===== src/rtl/dma_thr_pkg.sv =====
package dma_thr_pkg;
  typedef enum logic [1:0] {
    SRC_RATE  = 2'b00,
    SRC_FULL  = 2'b01,
    SRC_EXT   = 2'b10,
    SRC_MIXED = 2'b11
  } req_src_e;
endpackage


===== src/rtl/thr_sync.sv =====
module thr_sync #(
  parameter int STAGES = 2
) (
  input  logic clk,
  input  logic rst,
  input  logic d,
  output logic q
);
  logic [STAGES-1:0] chain;

  generate
    if (STAGES == 1) begin : g_one
      always_ff @(posedge clk) begin
        if (rst) chain <= '0;
        else     chain <= d;
      end
    end else begin : g_many
      always_ff @(posedge clk) begin
        if (rst) chain <= '0;
        else     chain <= {chain[STAGES-2:0], d};
      end
    end
  endgenerate

  assign q = chain[STAGES-1];
endmodule


===== src/rtl/thr_window.sv =====
module thr_window #(
  parameter int BASE_LOG2 = 4,
  parameter int SEL_W     = 2
) (
  input  logic             clk,
  input  logic             rst,
  input  logic             run,
  input  logic [SEL_W-1:0] win_sel,
  input  logic [SEL_W-1:0] occ_sel,
  output logic             win_open
);
  localparam int MAX_LOG2 = BASE_LOG2 + (1 << SEL_W) - 1;
  localparam int CNT_W    = MAX_LOG2;

  logic [CNT_W-1:0] cnt_q;
  logic [CNT_W:0]   win_len;
  logic [CNT_W:0]   open_len;
  logic [SEL_W:0]   frac_shift;
  logic             at_end;

  always_comb begin
    win_len    = ({{CNT_W{1'b0}}, 1'b1}) << (BASE_LOG2 + int'(win_sel));
    frac_shift = {1'b0, occ_sel} + 1'b1;
    open_len   = win_len >> frac_shift;
    at_end     = ({1'b0, cnt_q} >= (win_len - 1'b1));
    win_open   = ({1'b0, cnt_q} < open_len);
  end

  always_ff @(posedge clk) begin
    if (rst || !run) cnt_q <= '0;
    else if (at_end) cnt_q <= '0;
    else             cnt_q <= cnt_q + 1'b1;
  end

  AST_CNT_CLEAR_IDLE: assert property (@(posedge clk) disable iff (rst)
    !run |=> (cnt_q == '0));
  AST_OPEN_AT_START: assert property (@(posedge clk) disable iff (rst)
    (run && cnt_q == '0) |-> win_open);
endmodule


===== src/rtl/dma_req_throttle.sv =====
module dma_req_throttle #(
  parameter int BASE_LOG2   = 4,
  parameter int SYNC_STAGES = 2
) (
  input  logic       clk,
  input  logic       rst,
  input  logic       chan_en,
  input  logic [1:0] req_mode,
  input  logic [1:0] win_sel,
  input  logic [1:0] occ_sel,
  input  logic       ext_req,
  input  logic       grant,
  output logic       req_out
);
  import dma_thr_pkg::*;

  req_src_e src;
  logic     ext_sync;
  logic     win_open;
  logic     handed_off;
  logic     req_nxt;

  assign src = req_src_e'(req_mode);

  thr_sync #(.STAGES(SYNC_STAGES)) u_sync (
    .clk (clk),
    .rst (rst),
    .d   (ext_req),
    .q   (ext_sync)
  );

  thr_window #(.BASE_LOG2(BASE_LOG2), .SEL_W(2)) u_win (
    .clk      (clk),
    .rst      (rst),
    .run      (chan_en),
    .win_sel  (win_sel),
    .occ_sel  (occ_sel),
    .win_open (win_open)
  );

  // Mixed source: first grant hands the request over to the external pin.
  always_ff @(posedge clk) begin
    if (rst || !chan_en)                  handed_off <= 1'b0;
    else if (src == SRC_MIXED && grant)   handed_off <= 1'b1;
  end

  always_comb begin
    unique case (src)
      SRC_RATE:  req_nxt = win_open;
      SRC_FULL:  req_nxt = 1'b1;
      SRC_EXT:   req_nxt = ext_sync;
      SRC_MIXED: req_nxt = handed_off ? ext_sync : 1'b1;
      default:   req_nxt = 1'b0;
    endcase
  end

  always_ff @(posedge clk) begin
    if (rst) req_out <= 1'b0;
    else     req_out <= chan_en && req_nxt;
  end

  AST_IDLE_NO_REQ: assert property (@(posedge clk) disable iff (rst)
    !chan_en |=> !req_out);
  AST_FULL_SPEED: assert property (@(posedge clk) disable iff (rst)
    (chan_en && src == SRC_FULL) |=> req_out);
  AST_EXT_FOLLOW: assert property (@(posedge clk) disable iff (rst)
    (chan_en && src == SRC_EXT) |=> (req_out == $past(ext_sync)));
  AST_MIXED_FIRST: assert property (@(posedge clk) disable iff (rst)
    (chan_en && src == SRC_MIXED && !handed_off) |=> req_out);
  AST_RATE_QUIET: assert property (@(posedge clk) disable iff (rst)
    (chan_en && src == SRC_RATE && !win_open) |=> !req_out);
endmodule


===== config.mk =====
export PLATFORM = sky130hd
export DESIGN_NAME = dma_req_throttle
export DESIGN_NICKNAME = d
export VERILOG_FILES = /design/src/rtl/dma_thr_pkg.sv /design/src/rtl/thr_sync.sv /design/src/rtl/thr_window.sv /design/src/rtl/dma_req_throttle.sv
export SDC_FILE = /design/constraint.sdc
export NUM_CORES = 1
export LEC_CHECK = 0
export BUFFER_PORTS_ARGS = -buffer_cell sky130_fd_sc_hd__buf_2
export CAP_MARGIN = 20
export CORE_AREA = 2 2 39 41
export DETAILED_ROUTE_END_ITERATION = 12
export DIE_AREA = 0 0 41 43
export HOLD_SLACK_MARGIN = 0.08
export MAX_ROUTING_LAYER = met4
export PLACE_DENSITY_LB_ADDON = 0.1
export RECOVER_POWER = 50
export SLEW_MARGIN = 10
export SYNTH_ARGS = -nofsm -noshare
export SYNTH_HDL_FRONTEND = slang
export SYNTH_HIERARCHICAL = 1
export SYNTH_SLANG_ARGS = --single-unit

===== constraint.sdc =====
create_clock -name clk -period 2.8 [get_ports clk]
set_input_delay 0.42 -clock clk [delete_from_list [all_inputs] [get_ports clk]]
set_output_delay 0.42 -clock clk [all_outputs]
set_load 0.05 [all_outputs]

==> results of run 1 <==
==> flip-flops by register name, summed over array words and instances (netlist names) <==
signal,cells
u_sync/chain,2
req_out,1
u_win/cnt_q,7
handed_off,1
==> power groups by stage <==
| stage | logic, mW | registers [mW] | clock network (mW) |
|---|---|---|---|
| after floorplan | 0.0331 | 0.169 | 0 |
| after global placement | 0.0509 | 0.166 | 0 |
| after global routing | 0.0563 | 0.163 | 0.114 |
| after detailed placement | 0.0512 | 0.166 | 0 |
| final | 0.0498 | 0.162 | 0.106 |
| after CTS | 0.0516 | 0.162 | 0.110 |
==> cell usage in the layout (no fill, tap or decap), types with 2 or more instances in the layout <==
cell / n
dfxtp_1: 11
buf_2: 10
ha_1: 9
nor3_1: 6
nand2_1: 6
o21ai_0: 5
nand3_1: 5
inv_1: 3
nand2b_1: 3
nor2_1: 3
clkbuf_4: 3
xnor2_1: 3
or3_1: 3
a211oi_1: 3
a311oi_1: 2
nor2b_1: 2
nand3b_1: 2
nor3b_1: 2
a21oi_1: 2
xor2_1: 2
==> final timing paths <==
path	from	endpoint	slack, ps	cells past startpoint
min reg2reg	u_sync/chain[0]	u_sync/chain[1]	440	1
max reg2reg	u_win/cnt_q[4]	u_win/cnt_q[3]	950	3
max	u_win/cnt_q[4]	u_win/cnt_q[3]	950	3
min	rst	u_sync/chain[1]	350	2
==> cell type report <==
class                   instances  area, um^2
fillers                       137         602
well taps                      16        20.0
clock inverters                 1        5.00
flip-flops and latches         11         220
repair buffers                 11        53.8
inverters                       3        11.3
clock buffers                   3        22.5
multi-input cells              64         449
==> critical path: cells and delay by family, from the launching register on <==
kind	cells	cell delay, ps
DFF	1	430
and+or+nand+nor	2	580
AOI/OAI and AO/OA	1	690
==> kinds of logic after synthesis <==
logic type               Yosys count  synth area share
adder cells (fa/ha/maj)            9             0.158
AO/OA/AOI/OAI                     16             0.166
AND/OR/NAND/NOR                   33             0.254
flip-flops                        11             0.310
XOR/XNOR                           5            0.0616
multiplexers                       1            0.0141
buffers and inverters              5            0.0370
==> per-stage QoR <==
step                hold WS [ps]  worst slack [ps]  instance area, um^2
floorplan                    414               895                  711
global placement             416               681                  771
detailed placement           425               676                  771
CTS                          335               956                  798
global route                 335               741                  782
finish                       347               949                  782
==> metal layers <==
metal	part of all wire	wire (um)	vias up	GRT usage
met5	0	0	-	-
met4	0.013	17	0	0.0800
met3	0.044	58	4	0.0471
met2	0.48	628	9	0.272
met1	0.47	614	255	0.243
li1	-	-	317	-
==> metrics list, run 1 <==
- The worst-case IR drop observed on VDD is 0.000229 V.
- Transition time at the pin with the least slew margin: 783 ps
- For the worst setup path, the data arrival time is 1970 ps.
* Data required, critical path: 2920 ps
- X dimension of the die: 41 um
- Final count of pins violating max slew: 0
- Count of hold-fix buffers inserted at cts: 0
- Summed over all cells, the static leakage comes to 0.316 nW.
* Via count of the first global-routing pass: 539
- Library cell with the highest instance count after synthesis: dfxtp_1
- The critical path goes through or3b_2, a211oi_1, nor3_1.
* Count of flip-flops with a built-in enable after synthesis: 0
- The initial antenna violation count was 0.
- Number of placed I/O pins: 12
- Counting distinct cell types in the post-synthesis netlist gives 27.
- In this run the remaining antenna-violating nets after routing total 0.
* Clock tree root driver cell: clkbuf_4
* Headroom to the max-slew limit: 0.475
- Setup violations remaining at the end of the flow were counted as 0.
- Number of max-capacitance violations reported: 0
- In this run the power spent charging and discharging nets is 82.8 uW.
* Wirelength per Cell: 12.1 um
- Count of routing violations after the opening detailed-route iteration: 4
* Number of synthesized register bits: 11
- Maximum clock path buffer count: 2
- Effective utilization at floorplan: 0.514
- Most area-consuming cells after synthesis: dfxtp_1 (31%), ha_1 (16%), nor3_1 (4.2%), xnor2_1 (3.7%), nand3_1 (3.5%)
* Full die area: 1760 um^2
- Cell Int Power: 235 uW
- Dividing the final minimum period by the clock period gives 0.661.
* Post-layout minimum cycle time: 1850 ps
- Wire length reported by the detailed router: 1320 um
- Clock skew on the completed layout was measured at 8.46 ps.
- By count the netlist is led by dfxtp_1 (11), ha_1 (9), nand2_1 (6), nor3_1 (6).
* Global-route wire length before repair: 2210 um
- Global router's overall resource usage: 0.189
- In this run the tool buffered the top-level ports with 11 buffer cells.
* Mean instance size in the synthesized netlist: 8.88 um^2
- In this design, the stage delay of the slowest critical-path cell is 690 ps.
- Count of clock tree sinks: 11
* Area overhead of the layout relative to synthesis: 10.0%
- The share of the Yosys chip area taken by registers is 0.310.
- After detailed routing, the number of remaining DRC violations is 0.
- Final cell utilization of the core: 0.565
* Total inserted antenna cells: 0
- For this design, the slowest cell found on the critical path is a211oi_1.
- In the final timing run, aggregate negative setup slack is 0 ps.
* 1st-pass router iterations: 3
- Seq pwr share: 0.511
* Total power of the final layout: 318 uW
- Path type of the worst setup path: reg -> reg
- Status: completed
- After floorplanning, the core was sized to cover 1380 um^2.
* Final cell count without fillers: 109
- Row generation in the floorplan step produced 14 rows.
* Syn_nets: 100
* Endpoints failing hold: 0
- Ys async rst share: 0
- Most used DFF post-synth: dfxtp_1
- RSZ-0062 raised after global routing: false
* Floorplan die height: 43 um
* Path class of the lowest-slack min-delay path: in -> reg
- Mapped Cells: 80
- Clock tree synthesis inserted a total of 3 buffers.
- Timing-limited maximum frequency: 540 MHz
- STA classifies the critical path endpoint as a register.
* Worst-skew pair later-pin latency: 270 ps
- Grt ovf: 0
- Once the clock tree was built, the resizer swapped 0 gates to a different size.
- In this run the number of H-tree levels came out at 1.
- Switch share: 0.260
- Maximum fanout encountered on the critical timing path: 7
- The share of synthesized area in the top cell type comes to 0.310.
* Final estimated routing congestion in global placement: 0.783
- Power density relative to cell area: 407 nW/um^2
- Cell type with the largest total area after synthesis: dfxtp_1
* Average vias per placed instance: 5.37
* Clock power frac: 0.333
* Clock tree from TritonCTS: yes
- During synthesis, Yosys emitted a total of 6 warnings.
- Of the total power, combinational logic draws 0.157.
* Pin count of the biggest net entering global routing: 10
- The final route contains 585 vias.
* Setup Fix Bufs, Post-CTS: 0
- After legalization and detailed placement, the total HPWL measured 1070 um.
- Worst Setup Start Kind: register
* Cell count after placement: 105
- Fraction of final layout cells with drive strength greater than 1: 0.172
- Worst-path clk slew: 70 ps
- Post-synthesis instance area: 711 um^2
* Final Net Count: 114
Power figures use the tool's default switching activity.
==> inputs of run 2 (changes only) <==
Settings changed: CORE_AREA 2 2 39 41 to default, CORE_MARGIN from default to 1, CORE_UTILIZATION from default to 48, DIE_AREA 0 0 41 43 to default.
Clock period 2.8 ns to 1.6 ns, I/O delays scaled along.
==> run 2 against run 1 <==
The run now ends with negative setup slack left; worst setup slack worse by 980 ps; utilization is 14 points higher; first-iteration DRC count grew to 2.8 times the previous value; sequential power rose by 76%; clock skew hardly changed; flip-flop and latch count unchanged; critical path type is now in -> reg.
==> metrics list, run 2 (synthesis gave the netlist of run 1 again) <==
- Status: complete, but fails checks
* Failing checks: negative setup slack
- The level count of the clock H-tree is 1 (unchanged).
- Post-route fraction of the period consumed by the critical path: 1.02
- Final Net Count: 121 (+6.1%)
- Clock tree root driver cell: clkbuf_4
- Data arrival at the endpoint of the critical path: 1790 ps (-180 ps)
- The slew at the pin with the worst max-slew slack is 588 ps (-196 ps).
* Clock power frac: 0.316 (-0.017)
- Floorplan die height: 40.5 um (-5.9%)
* Start of the worst register-to-register path: u_win/cnt_q[5]
* Lkg Pwr: 0.376 nW (+19%)
* Initial antenna violation count: 0 (unchanged)
- Total power of the final layout: 615 uW (+93%)
* Vias: 666 (+14%)
- The final routed wire length divided by cell count was 14.7 um (+21%).
* Number of endpoints failing setup at the final stage: 1 (+1)
* Number of max-capacitance violations reported: 0 (unchanged)
- The total global-route track usage is 0.218 (+0.0289).
* Grt ovf: 0 (unchanged)
- The endpoint required time on the critical path was 1750 ps (-1170 ps).
* Final estimated routing congestion in global placement: 0.783 (about the same)
- Worst setup slack before clock tree synthesis: -273 ps (-949 ps)
- Via count of the first global-routing pass: 532 (-1.3%)
- Std cell rows: 13 (-1)
- The highest fanout seen on the critical path is 6 (-1).
* X dimension of the die: 40.5 um (-1.3%)
- The total internal power was 439 uW (+86%).
* Average vias per placed instance: 5.79 (+7.9%)
- The maximum number of pins on one net before global-route repair was 8 (-2).
- Most common library cell in the layout ignoring fill and taps: dfxtp_1
* Total inserted antenna cells: 0 (unchanged)
* Biggest registers after layout: u_win/cnt_q x7, u_sync/chain x2
* Number of placed I/O pins: 12 (unchanged)
- The most critical setup path has its startpoint at occ_sel[0].
- The count of input and output buffers is 11 (unchanged).
* VDD IR max: 0.000452 V (+97%)
- Global-route wire length before repair: 2200 um (-0.32%)
- Maximum clock path buffer count: 2 (unchanged)
- Number of DRC violations after detailed routing: 0 (unchanged)
* Core area: 1330 um^2 (-3.6%)
- Timing-limited maximum frequency: 613 MHz
- u_win/cnt_q holds more flip-flops than any other register.
- Setup Skew: 7.98 ps (-0.487 ps)
* Seq pwr share: 0.463 (-0.048)
* Worst Setup End Kind: register
* Post-layout minimum cycle time: 1630 ps
- Final count of pins violating max slew: 0 (unchanged)
- Full die area: 1640 um^2 (-7.1%)
- The combinational share of power came to 0.221 (+0.064).
* Fraction of final layout cells with drive strength greater than 1: 0.360 (+0.188)
- The number of buffers added by the clock tree synthesis step was 3 (unchanged).
- Antenna viol nets, final: 0 (unchanged)
* Worst Hold Launch: ext_req
* Final cell count without fillers: 115 (+5.5%)
- From synthesis to final layout, the design area changed by 32.9%.
- Path class of the lowest-slack min-delay path: in -> reg
- The number of sinks driven by the clock tree came to 11 (unchanged).
* Highest-count cells in the layout ignoring fill and taps: dfxtp_1 (10), buf_4 (9), ha_1 (8)
- The areal power density over the cells is 651 nW/um^2 (+60%).
- The worst hold-check slack was 183 ps (-164 ps).
* Count of routing violations after the opening detailed-route iteration: 11 (+7)
- The final design instance area without fill was 945 um^2 (+21%).
* Setup Fix Bufs, Post-CTS: 0 (unchanged)
- Effective utilization at floorplan: 0.533 (+0.0193)
* Switch share: 0.287 (+0.0266)
* Endpoints failing hold: 0 (unchanged)
- The number of flip-flops under the largest register name is 7 (unchanged).
- HPWL Detailed: 1140 um (+6.1%)
- Cell count after placement: 111 (+5.7%)
* Dpl cell area: 822 um^2 (+6.7%)
- Worst Setup Start Kind: primary input
- Worst-skew pair later-pin latency: 280 ps (about the same)
* Worst-case setup margin in the final layout: -31.9 ps (-981 ps)
- 1st-pass router iterations: 4 (+1)
- Sw power: 177 uW (+110%)
* Clock tree from TritonCTS: yes
* Headroom to the max-slew limit: 0.610 (+0.135)
- Wire length reported by the detailed router: 1690 um (+28%)
* Worst-path clk slew: 70 ps (about the same)
* Path type of the worst setup path: in -> reg
==> run 2: cell types whose count changed in the layout (fill, tap and decap cells not counted), moves of 2 or more <==
cell	before	now
nand3_2	0	2
nand3_1	5	3
buf_2	10	7
o21ai_0	5	3
buf_4	0	9
==> run 2: area by class of cell <==
cell class	count	area, um^2
Multi-Input combinational cell	64	548
Fill cell	107	389
Sequential cell	11	221
Timing Repair Buffer	18	118
Clock buffer	3	22.5
Tap cell	15	18.8
Inverter	3	11.3
Clock inverter	1	5.00
==> run 2: metal layers <==
metal | wire length [um] | global-route usage | vias to the layer above
met5 | 0 | - | -
met4 | 40 | 0.0500 | 0
met3 | 94 | 0.0833 | 6
met2 | 787 | 0.337 | 25
met1 | 764 | 0.264 | 304
li1 | - | - | 331
==> run 2: worst max-delay path: stages <==
cell and delay [ps]:
buf_4 150, nand2b_4 150, o21ai_4 160, o21ai_2 80
ha_1 300, nand3_2 90, a311oi_2 290, nor3_1 100
nor3_1 170, a311oi_1 60
==> run 2: timing repair <==
action | 4_1_cts | 5_1_grt
resized for setup | 0 | 24
hold buffers | 0 | 0
setup endpoints to repair | 0 | 2
==> run 2: power groups by stage <==
| stage | Sequential [mW] | Combinational (mW) | Clock (mW) |
|---|---|---|---|
| 2_1_floorplan | 0.295 | 0.0595 | 0 |
| 3_3_place_gp | 0.291 | 0.102 | 0 |
| 3_5_place_dp | 0.291 | 0.104 | 0 |
| 4_1_cts | 0.285 | 0.105 | 0.204 |
| 5_1_grt | 0.286 | 0.146 | 0.212 |
| 6_report | 0.285 | 0.136 | 0.194 |
==> run 2: path summary, 6_finish.rpt <==
path / endpoint / slack (ps) / depth (start not counted)
hold / removal: u_sync/chain[0] / 180 / 2
setup / recovery: req_out / -30 / 10
hold reg to reg: u_sync/chain[1] / 460 / 1
setup reg to reg: req_out / 70 / 6
==> run 2: through the flow <==
stage               TNS, ps   util
floorplan             -93.6      -
global placement       -272  0.616
detailed placement     -410  0.616
CTS                       0  0.637
global route          -72.4  0.708
finish                -31.9  0.708
==> inputs of run 3 (changes only) <==
==> constraint.sdc (replaced) <==
create_clock -name clk -period 1.6 [get_ports clk]
set_input_delay 0.16 -clock clk [delete_from_list [all_inputs] [get_ports clk]]
set_output_delay 0.16 -clock clk [all_outputs]
set_load 0.05 [all_outputs]
==> run 3 against run 2 <==
The flow now finishes without violations; global-route usage fell by 0.94 points; via count shrank 7.2%; critical path type is now reg -> reg; flip-flop and latch count unchanged; fmax increased by 8.4%; largest cell class unchanged; largest power group unchanged; sequential share of layout area up 2.3 points; total power is 6.2% lower; clock power down 3%.
==> metrics list, run 3 (synthesis gave the netlist of run 1 again) <==
* Maximum fanout encountered on the critical timing path: 4 (-2)
- The slew at the pin with the worst max-slew slack was 586 ps (-1.47 ps).
- Global-route wire length before repair: 2150 um (-2.2%)
- The final routed wire length divided by cell count was 12.1 um (-17%).
- Full die area: 1640 um^2 (unchanged)
* Number of placed I/O pins: 12 (unchanged)
* Path type of the worst setup path: reg -> reg
- The share of layout cells above drive strength 1 is 0.270 (-0.0900).
- The highest clock rate came to 664 MHz (+8.4%).
- Number of DRC violations after detailed routing: 0 (unchanged)
- Data arrival at the endpoint of the critical path: 1670 ps (-120 ps)
- The total negative slack for setup checks was 0 ps (+31.9 ps).
- Total power of the final layout: 577 uW (-6.2%)
* HPWL Detailed: 1090 um (-4.4%)
* Worst Setup Start Kind: register
- The initial antenna violation count came to 0 (unchanged).
- Total inserted antenna cells: 0 (unchanged)
- Post-layout minimum cycle time: 1510 ps (-127 ps)
* Average vias per placed instance: 5.37 (-7.2%)
- Worst-skew pair later-pin latency: 270 ps (about the same)
* Worst Setup End Kind: register
- Power density relative to cell area: 671 nW/um^2 (+3.1%)
- Wire length reported by the detailed router: 1400 um (-17%)
- Post-route fraction of the period consumed by the critical path: 0.941 (-0.0792)
* Max reg flops: 7 (unchanged)
- Clock tree synthesis selected as its root buffer the cell clkbuf_4.
* Grt ovf: 0 (unchanged)
* Headroom to the max-slew limit: 0.611 (+0.000976)
- 1st-pass router iterations: 5 (+1)
- The worst ir drop on vdd was 0.000395 V (-13%).
* Count of routing violations after the opening detailed-route iteration: 10 (-1)
* Port bufs: 11 (unchanged)
- Vias: 618 (-7.2%)
- The library cells used most frequently in the layout, excluding fill and tap cells, are dfxtp_1 (10), buf_2 (10), ha_1 (8).
- The number of max-slew violations in the final report is 0 (unchanged).
- The level count of the clock H-tree was 1 (unchanged).
- Status: completed
- Clock buffers created by TritonCTS: 3 (unchanged)
* Floorplan die height: 40.5 um (unchanged)
- Global router's overall resource usage: 0.208 (-0.00936)
- In the final layout, the registers with the most flip-flops are u_win/cnt_q x7, u_sync/chain x2.
- Std cell rows: 13 (unchanged)
- The maximum number of pins on one net before global-route repair was 8 (unchanged).
- Worst hold slack across all endpoints: 102 ps (-81.4 ps)
- Final estimated routing congestion in global placement: 0.802 (+2.5%)
* Lkg Pwr: 0.348 nW (-7.5%)
* Core area: 1330 um^2 (unchanged)
- The number of nets at the end of the flow is 121 (unchanged).
* Count of hold-fix buffers inserted at cts: 0 (unchanged)
- Fill cell instance count of the final layout: 124 (+16%)
- The starting density of the core is 0.533 (unchanged).
- Count of clock tree sinks: 11 (unchanged)
- The via count of the first global-routing pass is 514 (-3.4%).
* Clock tree from TritonCTS: yes
* Area overhead of the layout relative to synthesis: 21.0%
- The worst hold path belongs to the class in -> reg.
- Worst reg-to-reg setup slack: 90 ps (+20 ps)
* Setup Skew: 4.98 ps (-3.00 ps)
* Endpoints failing hold: 0 (unchanged)
- The clock transition time at the flip-flop clock pins of the worst setup and hold paths came to 70 ps (about the same).
- X dimension of the die: 40.5 um (unchanged)
- Number of max-capacitance violations reported: 0 (unchanged)
- The number of failing setup endpoints in the final timing report is 0 (-1).
* Largest register by flop count: u_win/cnt_q
- The maximum buffer depth of the clock tree was 2 (unchanged).
- Antenna viol nets, final: 0 (unchanged)
* Data required, critical path: 1770 ps (+20 ps)
- Final cell utilization of the core: 0.644 (-0.0638)
==> run 3: cell counts in the layout (fill, tap and decap cells not counted) <==
Identical to the previous run, type by type.
==> run 3: what timing repair did <==
action                                  in CTS  in global routing
gates resized for setup                      0                  5
buffers inserted                             0                  0
hold endpoints to repair                     0                  0
endpoints found under the setup margin       0                  5
==> run 3: area by class of cell <==
type | instances | area, um^2 | area share
Multi-Input combinational cell | 64 | 474 | 0.552
Inverter | 3 | 11.3 | 0.0131
Timing Repair Buffer | 18 | 106 | 0.124
Tap cell | 15 | 18.8 | 0.0218
Sequential cell | 11 | 221 | 0.258
Clock buffer | 3 | 22.5 | 0.0262
Clock inverter | 1 | 5.00 | 0.00582
==> run 3: through the flow <==
| step | instances | setup slack (ps) | instance area (um^2) |
|---|---|---|---|
| 2_1_floorplan | 80 | -13.6 | 714 |
| 3_3_place_gp | 111 | -201 | 822 |
| 3_5_place_dp | 111 | -210 | 822 |
| 4_1_cts | 115 | 10.3 | 850 |
| 5_1_grt | 115 | -0.601 | 860 |
| 6_report | 115 | 94.7 | 860 |
==> run 3: final timing paths <==
kind              startpoint              end  cells after the start
max           u_win/cnt_q[1]   u_win/cnt_q[6]                      4
min                      rst  u_sync/chain[1]                      2
max reg2reg   u_win/cnt_q[1]   u_win/cnt_q[6]                      4
min reg2reg  u_sync/chain[0]  u_sync/chain[1]                      1
==> run 3: metal layers <==
metal / routed length [um] / vias up / part of all wire / global-route usage
met1: 739 / 275 / 0.53 / 0.271
li1: - / 334 / - / -
met3: 43 / 0 / 0.031 / 0.0667
met2: 615 / 9 / 0.44 / 0.310
met4: 0 / 0 / 0 / 0.0500
met5: 0 / - / 0 / -
==> run 3: worst max-delay path: stages (launching register included) <==
cell and delay, ps:
dfxtp_1 400, ha_2 230, nand3_2 140, or3_1 380, a211oi_1 270
==> run 3: power by group <==
group,switching (mW),internal [mW]
Sequential,0.00420,0.281
Clock,0.0954,0.0924
Combinational,0.0538,0.0502
Total,0.153,0.423
